[config.mk]
export PLATFORM = sky130hd
export DESIGN_NAME = timer_event_matcher
export DESIGN_NICKNAME = d
export VERILOG_FILES = /design/src/rtl/timer_event_matcher.sv
export SDC_FILE = /design/constraint.sdc
export NUM_CORES = 1
export LEC_CHECK = 0
export ABC_AREA = 1
export BUFFER_PORTS_ARGS = -buffer_cell sky130_fd_sc_hd__buf_2
export CAP_MARGIN = 40
export CORE_MARGIN = 4
export CORE_UTILIZATION = 30
export CTS_BUF_LIST = sky130_fd_sc_hd__clkbuf_2
export DETAILED_ROUTE_END_ITERATION = 8
export PLACE_DENSITY_LB_ADDON = 0.1
export SLEW_MARGIN = 20
export SYNTH_ARGS = -nofsm -noshare
export SYNTH_HDL_FRONTEND = slang
export SYNTH_SLANG_ARGS = --single-unit
[constraint.sdc]
create_clock -name clk -period 4.1 [get_ports clk]
set_clock_uncertainty 0.1 [all_clocks]
set_input_delay 0.41 -clock clk [delete_from_list [all_inputs] [get_ports clk]]
set_output_delay 0.41 -clock clk [all_outputs]
set_load 0.02 [all_outputs]
[src/rtl/timer_event_matcher.sv]
module timer_event_matcher #(
  parameter int AW         = 12,
  parameter int TABLE_BASE = 2,
  parameter int SLOT_MIN   = 120
) (
  input  logic          clk,
  input  logic          rst_n,
  input  logic          tick_i,
  input  logic [6:0]    now_min_i,
  input  logic [3:0]    now_slot_i,
  input  logic [8:0]    now_day_i,
  input  logic [6:0]    now_wday_i,
  output logic [AW-1:0] mem_addr_o,
  output logic          mem_rd_o,
  input  logic [7:0]    mem_data_i,
  output logic          ptr_valid_o,
  input  logic          ptr_ready_i,
  output logic [11:0]   ptr_o
);
  localparam int ENT_BYTES = 9;
  localparam int LAST_ADDR = (1 << AW) - 1;

  typedef enum logic [2:0] {S_IDLE, S_RD, S_WAIT, S_EVAL, S_OUT} state_t;

  state_t      state;
  logic [AW:0] base;
  logic [3:0]  idx;
  logic        rd_q;
  logic [71:0] ent;
  logic [6:0]  snap_min;
  logic [3:0]  snap_slot;
  logic [8:0]  snap_day;
  logic [6:0]  snap_wday;
  logic        st_pend, sp_pend;

  wire [6:0]  wmask    = ent[70:64];
  wire [8:0]  day_lo   = {ent[39], ent[63:56]};
  wire [8:0]  day_hi   = {ent[31], ent[55:48]};
  wire [10:0] start_t  = 11'(ent[47:44]) * 11'(SLOT_MIN) + 11'(ent[38:32]);
  wire [10:0] stop_t   = 11'(ent[43:40]) * 11'(SLOT_MIN) + 11'(ent[30:24]);
  wire [10:0] now_t    = 11'(snap_slot) * 11'(SLOT_MIN) + 11'(snap_min);
  wire [11:0] start_p  = {ent[23:20], ent[15:8]};
  wire [11:0] stop_p   = {ent[19:16], ent[7:0]};
  wire        is_term  = ent[71:64] == 8'hFF;
  wire        date_ok  = (|(wmask & snap_wday)) && (day_lo <= snap_day) && (snap_day <= day_hi);

  wire [AW:0] next_base = base + (AW+1)'(ENT_BYTES);
  wire        next_fits = (next_base + (AW+1)'(ENT_BYTES - 1)) <= (AW+1)'(LAST_ADDR);

  assign mem_rd_o    = state == S_RD;
  assign mem_addr_o  = base[AW-1:0] + AW'(idx);
  assign ptr_valid_o = (state == S_OUT) && (st_pend || sp_pend);
  assign ptr_o       = st_pend ? start_p : stop_p;

  always_ff @(posedge clk) begin
    if (!rst_n) begin
      state     <= S_IDLE;
      base      <= '0;
      idx       <= '0;
      rd_q      <= 1'b0;
      ent       <= '0;
      snap_min  <= '0;
      snap_slot <= '0;
      snap_day  <= '0;
      snap_wday <= '0;
      st_pend   <= 1'b0;
      sp_pend   <= 1'b0;
    end else begin
      rd_q <= mem_rd_o;
      if (rd_q) ent <= {ent[63:0], mem_data_i};
      case (state)
        S_IDLE: if (tick_i) begin
          snap_min  <= now_min_i;
          snap_slot <= now_slot_i;
          snap_day  <= now_day_i;
          snap_wday <= now_wday_i;
          base      <= (AW+1)'(TABLE_BASE);
          idx       <= '0;
          state     <= S_RD;
        end
        S_RD: begin
          idx <= idx + 4'd1;
          if (idx == 4'(ENT_BYTES - 1)) state <= S_WAIT;
        end
        S_WAIT: state <= S_EVAL;
        S_EVAL: begin
          if (is_term) begin
            state <= S_IDLE;
          end else begin
            st_pend <= date_ok && (start_t == now_t);
            sp_pend <= date_ok && (stop_t == now_t);
            state   <= S_OUT;
          end
        end
        S_OUT: begin
          if (st_pend) begin
            if (ptr_ready_i) st_pend <= 1'b0;
          end else if (sp_pend) begin
            if (ptr_ready_i) sp_pend <= 1'b0;
          end else if (next_fits) begin
            base  <= next_base;
            idx   <= '0;
            state <= S_RD;
          end else begin
            state <= S_IDLE;
          end
        end
        default: state <= S_IDLE;
      endcase
    end
  end


  hold_ptr_chk: assert property (@(posedge clk) disable iff (!rst_n)
    ptr_valid_o && !ptr_ready_i |=> ptr_valid_o && $stable(ptr_o));


  scan_start_chk: assert property (@(posedge clk) disable iff (!rst_n)
    (state == S_IDLE) && tick_i |=> mem_rd_o && (mem_addr_o == AW'(TABLE_BASE)));


  addr_floor_chk: assert property (@(posedge clk) disable iff (!rst_n)
    mem_rd_o |-> mem_addr_o >= AW'(TABLE_BASE));


  addr_fit_chk: assert property (@(posedge clk) disable iff (!rst_n)
    mem_rd_o |-> (base + (AW+1)'(idx)) <= (AW+1)'(LAST_ADDR));


  no_read_on_offer_chk: assert property (@(posedge clk) disable iff (!rst_n)
    ptr_valid_o |-> !mem_rd_o);
endmodule

; After elaboration in Yosys (flattened, before gate mapping)
; Index checks and enable logic that the tools add are counted.
[totals]
ramBits = 0
rom_bits = 0
elab_cells = 82
reg_bits = 122
out_inout_bits = 26
mem_count = 0
latchBits = 0
[op_classes]
n_reduce_logical = 17
magnitude_cmp = 3
n_addsub = 7
shifts = 0
div_mod_pow = 0
mux = 26
n_eq_ne = 14
n_mul = 3
bitwise = 1
[ops]
columns = cell, count
row1 = 13-bit two-way mux, 4
row2 = 11-bit by 7-bit adder with 11-bit output, 3
row3 = "13-bit by 4-bit adder with 13-bit output, second input constant", 2
row4 = 13-bit case mux with 2 select lines, 1
row5 = "4-bit by 4-bit multiplier with 8-bit output, second input constant", 3
row6 = 11-bit equality test, 2
row7 = 9-bit less-or-equal comparator, 2
row8 = 4-bit two-way mux, 4
row9 = 3-bit two-way mux, 5
row10 = 3-bit case mux with 5 select lines, 1
row11 = "13-bit by 12-bit less-or-equal comparator with 1-bit output, second input constant", 1
row12 = 12-bit by 4-bit adder with 12-bit output, 1
row13 = 12-bit two-way mux, 1
row14 = 4-bit case mux with 3 select lines, 1
row15 = "2-bit inequality test, second input constant", 5
row16 = 5-bit AND reduction, 2
row17 = "8-bit equality test, second input constant", 1
row18 = 7-bit bitwise AND, 1
row19 = 1-bit two-way mux, 7
row20 = 7-bit OR reduction, 1
row21 = "3-bit by 2-bit equality test with 1-bit output, second input constant", 2
row22 = 1-bit logical AND, 5
row23 = "4-bit by 1-bit adder with 4-bit output, second input constant", 1
row24 = "4-bit equality test, second input constant", 1
row25 = other kinds (11), 14

; Longest topological paths before layout
[logic_depth]
ltp_word = 7
depth_mapped = 22

; Least setup slack after synthesis
; No wires, ideal clock.
[synth_path]
path_type = register to register
startpoint = register ent[41]
endpoint = register sp_pend
required_ns = 3.930
arrival_time_ns = 3.336
stages_incl_launch_ff = 17
slack_ns = 0.594
cell_sequence = dfxtp_1 > inv_1 > fa_1 > fa_1 > inv_1 > fa_1 > ha_1 > a21oi_1 > o21ai_0 > or2_2 > nand3_1 > nand3_1 > nor2_1 > nand2_1 > nor2_1 > nand3_1 > a21oi_1
[synth_between]
elab_chain_cells = 6
[synth_rtl]
columns = item, line
row1 = start: declaration, 29  ; logic [71:0] ent;
row2 = start signal: assignment, 70  ; if (rd_q) ent <= {ent[63:0], mem_data_i};
row3 = 4-bit by 4-bit multiplier with 8-bit output, 40  ; wire [10:0] stop_t = 11'(ent[43:40]) * 11'(SLOT_MIN) + 11'(ent[30:24]);
row4 = 11-bit by 7-bit adder with 11-bit output, 40
row5 = 11-bit equality test, 91  ; sp_pend <= date_ok && (stop_t == now_t);
row6 = 1-bit logical AND, 91
row7 = 1-bit two-way mux, 87  ; if (is_term) begin
row8 = 1-bit case mux with 2 select lines, 71  ; case (state)
row9 = end signal: assignment, 91
row10 = end: declaration, 34  ; logic st_pend, sp_pend;
; No other way between the ends. The select of a mux whose other input is x is not followed.
; A chain may end at the register's enable or synchronous reset.

; Final worst setup path
[layout_path]
startpoint = register ent[45]
endpoint = register st_pend
[layout_between]
elab_chain_cells = 6
[layout_rtl]
columns = item, line
row1 = 4-bit by 4-bit multiplier with 8-bit output, 39  ; wire [10:0] start_t = 11'(ent[47:44]) * 11'(SLOT_MIN) + 11'(ent[38:32]);
row2 = 11-bit by 7-bit adder with 11-bit output, 39
row3 = 11-bit equality test, 90  ; st_pend <= date_ok && (start_t == now_t);
row4 = 1-bit logical AND, 90
row5 = 1-bit two-way mux, 87
row6 = 1-bit case mux with 2 select lines, 71
row7 = end signal: assignment, 90
row8 = end: declaration, 34
; No other way between the ends. The select of a mux whose other input is x is not followed.

==> impl_metrics.env <==
export IMPL_cp_required_ps=4620
export IMPL_seqPwrFrac_pct=38.8
export IMPL_ir_worst_vdd_mv=0.172
export IMPL_clkPwrFrac_pct=24.8
export IMPL_root_buffer="clkbuf_2"
export IMPL_core_area_sq_um=26800
export IMPL_antenna_left=0
export IMPL_synth_area_sq_um=8130
export IMPL_post_cts_setup_buffers=0
export IMPL_rows=60
export IMPL_firstDrtPassIters=4
export IMPL_htree_levels=4
export IMPL_worst_pin_slew_ps=746
export IMPL_post_dp_cell_area_sq_um=8750
export IMPL_syn_to_final_growth_pct=16.6
export IMPL_wl_per_cell_microns=13.4
export IMPL_clock_sinks=122
export IMPL_cts_tree="yes"
export IMPL_pwr_share_comb_pct=36.4
export IMPL_synth_async_reset_ratio_pct=0
export IMPL_first_iter_violations=300
export IMPL_die_h_microns=173
export IMPL_max_freq_mhz=268
export IMPL_post_route_util_pct=35.4
export IMPL_slew_viol_final=0
export IMPL_hold_viol_final=0
export IMPL_insertion_delay_ps=680
export IMPL_rsz0062_at_grt="false"
export IMPL_relSlewSlack_pct=50.2
export IMPL_grt_max_degree=82
export IMPL_synth_compound_area_share_pct=13.4
export IMPL_num_vias=7468
export IMPL_numCtsBuffers=17
export IMPL_synth_seq_cells=122
export IMPL_place_gp_congestion=0.783
export IMPL_synth_seq_area_share_pct=30.0
export IMPL_nets=1395
export IMPL_fin_ws_ps=366
export IMPL_placed_cells=1540
export IMPL_synthCells=1171
export IMPL_drc=0
export IMPL_cp_arrival_ps=4250
export IMPL_fill_cells=2899
export IMPL_cap_viol_max_count=0
export IMPL_p_switching_mw=1.53
export IMPL_clk_pin_slew_ps=220
export IMPL_drt_total_wl_microns=21700
export IMPL_synth_edf_count=0
export IMPL_status="finished, final reports clean"
export IMPL_dieArea_sq_um=29800
export IMPL_synth_area_mux_share_pct=0
export IMPL_multi_input_area_sq_um=5020
export IMPL_min_path_type="primary input to flop"
export IMPL_synth_ff_type="dfxtp_1"
export IMPL_avgSynthCellArea_sq_um=6.95
export IMPL_end_kind="flop"
export IMPL_synthAdderAreaFrac_pct=15.9
export IMPL_dp_hpwl_microns=15500
export IMPL_whs_ps=90.5
export IMPL_synthSimpleGateAreaFrac_pct=28.4
export IMPL_io_pins=65
export IMPL_period_minus_slack_ps=3730
export IMPL_synth_nets=1302
export IMPL_synth_top_family_by_area="simple AND/OR/NAND/NOR gates"
export IMPL_antenna_found_initial=1
export IMPL_tns_ps=0
export IMPL_final_layout_size_suffix_gt1_share_pct=10.9
export IMPL_synth_largest_area_cell="dfxtp_1"
export IMPL_dieWidth_microns=173
export IMPL_finalPower_mw=3.72
export IMPL_post_route_period_util_pct=91.1
export IMPL_drt_vias_per_instance=4.61
export IMPL_design_area_sq_um=9490
export IMPL_finalNonFillerCells=1619
export IMPL_yosys_area_share_xor_xnor_pct=3.98
export IMPL_grt_pass1_vias=7190
export IMPL_yosys_area_top_type_share_pct=30.0
export IMPL_yosys_warnings=0
export IMPL_initial_core_util_pct=30.4
export IMPL_setup_violations_final=0
export IMPL_p_leak_nw=4.67
export IMPL_switching_share_pct=41.0
export IMPL_track_usage_pct=14.6
export IMPL_grt_pass1_wl_microns=36300
export IMPL_seqCellArea_sq_um=2450
export IMPL_worst_setup_path_start_kind="flop"
export IMPL_synth_area_leaders="dfxtp_1 (30%), nand2_1 (11%), ha_1 (11%)"
export IMPL_dpl_worst_slack_ps=294
export IMPL_synth_distinct_cells=34
export IMPL_port_buffers=64
export IMPL_powerDensity_nw_per_um2=393
export IMPL_criticalPathCategory="flop to flop"
export IMPL_gr_total_overflow=0
export IMPL_ctsLongestPathBuffers=2
export IMPL_internal_power_mw=2.20
export IMPL_crit_path_max_fanout=4
-- path summary, 6_finish.rpt --
path              slack, ps            to  cells after the start    startpoint
setup / recovery        370       st_pend                     16       ent[45]
hold reg to reg         380  snap_wday[3]                      2  snap_wday[3]
setup reg to reg        370       st_pend                     16       ent[45]
hold / removal           90  snap_wday[5]                      3        tick_i
-- cells in the final DEF (no fill, tap or decap), types with 3 or more instances in the layout --
| cell type | count |
|---|---|
| nand2_1 | 249 |
| nor2_1 | 145 |
| inv_1 | 124 |
| dfxtp_1 | 119 |
| a21oi_1 | 102 |
| o21ai_0 | 98 |
| nand3_1 | 77 |
| ha_1 | 73 |
| buf_2 | 64 |
| dlygate4sd3_1 | 46 |
| xor2_1 | 23 |
| nand4_1 | 20 |
| fa_1 | 19 |
| clkbuf_2 | 17 |
| xnor2_1 | 14 |
| nand3b_1 | 9 |
| nand2_2 | 7 |
| inv_2 | 7 |
| buf_4 | 6 |
| nor3_1 | 5 |
| nand3_2 | 5 |
| nor2_2 | 5 |
| or2_2 | 5 |
| nand2_4 | 4 |
| inv_6 | 4 |
| o21ai_1 | 3 |
| clkinv_4 | 3 |
| bufinv_16 | 3 |
| dfxtp_2 | 3 |
-- cell families (layout without fill, tap and decap cells) --
family | after synthesis | in the layout
AND/OR/NAND/NOR | 534 | 534
AO/OA/AOI/OAI | 212 | 212
buffers and inverters | 174 | 280
flip-flops | 122 | 122
adder cells (fa/ha/maj) | 92 | 92
XOR/XNOR | 37 | 37
other | 0 | 1
-- Yosys cell counts (all sizes together), types with 14 or more instances --
cell    instances
nand3          82
fa             19
xnor2          14
nand2         260
xor2           23
nand4          20
ha             73
dfxtp         122
nor2          152
o21ai         101
clkbuf         34
a21oi         102
inv           131
-- worst max-delay path, stage by stage, from the launching register on --
cell and delay [ps]:
dfxtp_1 440, inv_1 140, fa_1 520, fa_1 520, inv_1 60, fa_1 470, ha_1 330, nand2_1 60
o21ai_1 200, nand2_1 100, o21ai_0 240, nand2_1 80, nand2_1 70, nand3_1 70, nor2_1 80, nand3_1 80
a21oi_1 140
-- sequential cells by signal (all words and copies together), names as in the netlist, 3 cells and up --
| signal | cells |
|---|---|
| ent | 72 |
| base | 13 |
| snap_day | 9 |
| snap_min | 7 |
| snap_wday | 7 |
| idx | 4 |
| snap_slot | 4 |
| state | 3 |
-- final cells by class --
cell class / instances / area share (%)
multi-input combinational: 875 / 52.9
sequential: 122 / 25.8
timing repair buffer: 116 / 8.70
inverter: 132 / 5.22
tap: 341 / 4.50
clock inverter: 15 / 1.98
clock buffer: 17 / 0.897
antenna: 1 / 0.0264
-- repair_timing --
item | 4_1_cts | 5_1_grt
hold endpoints to repair | 37 | 0
gates resized for setup | 0 | 6
hold buffers | 46 | 0
endpoints found under the setup margin | 0 | 2
-- power by group through the flow --
stage	Clock, mW	Combinational, mW	Sequential [mW]
floorplan	0	1.06	1.42
global placement	0	1.34	1.47
detailed placement	0	1.33	1.47
CTS	0.972	1.38	1.45
global route	1.01	1.58	1.47
finish	0.924	1.36	1.44
-- layer usage --
layer  vias to the layer above  part of all wire [%]  GRT usage (%)
li1                       3984                     -              -
met2                       100                    46           24.6
met1                      3369                    50           19.5
met5                         -                     0              0
met4                         0                   1.3           3.92
met3                        15                   2.9           2.47
No activity file was read; power rests on OpenSTA's default activity.
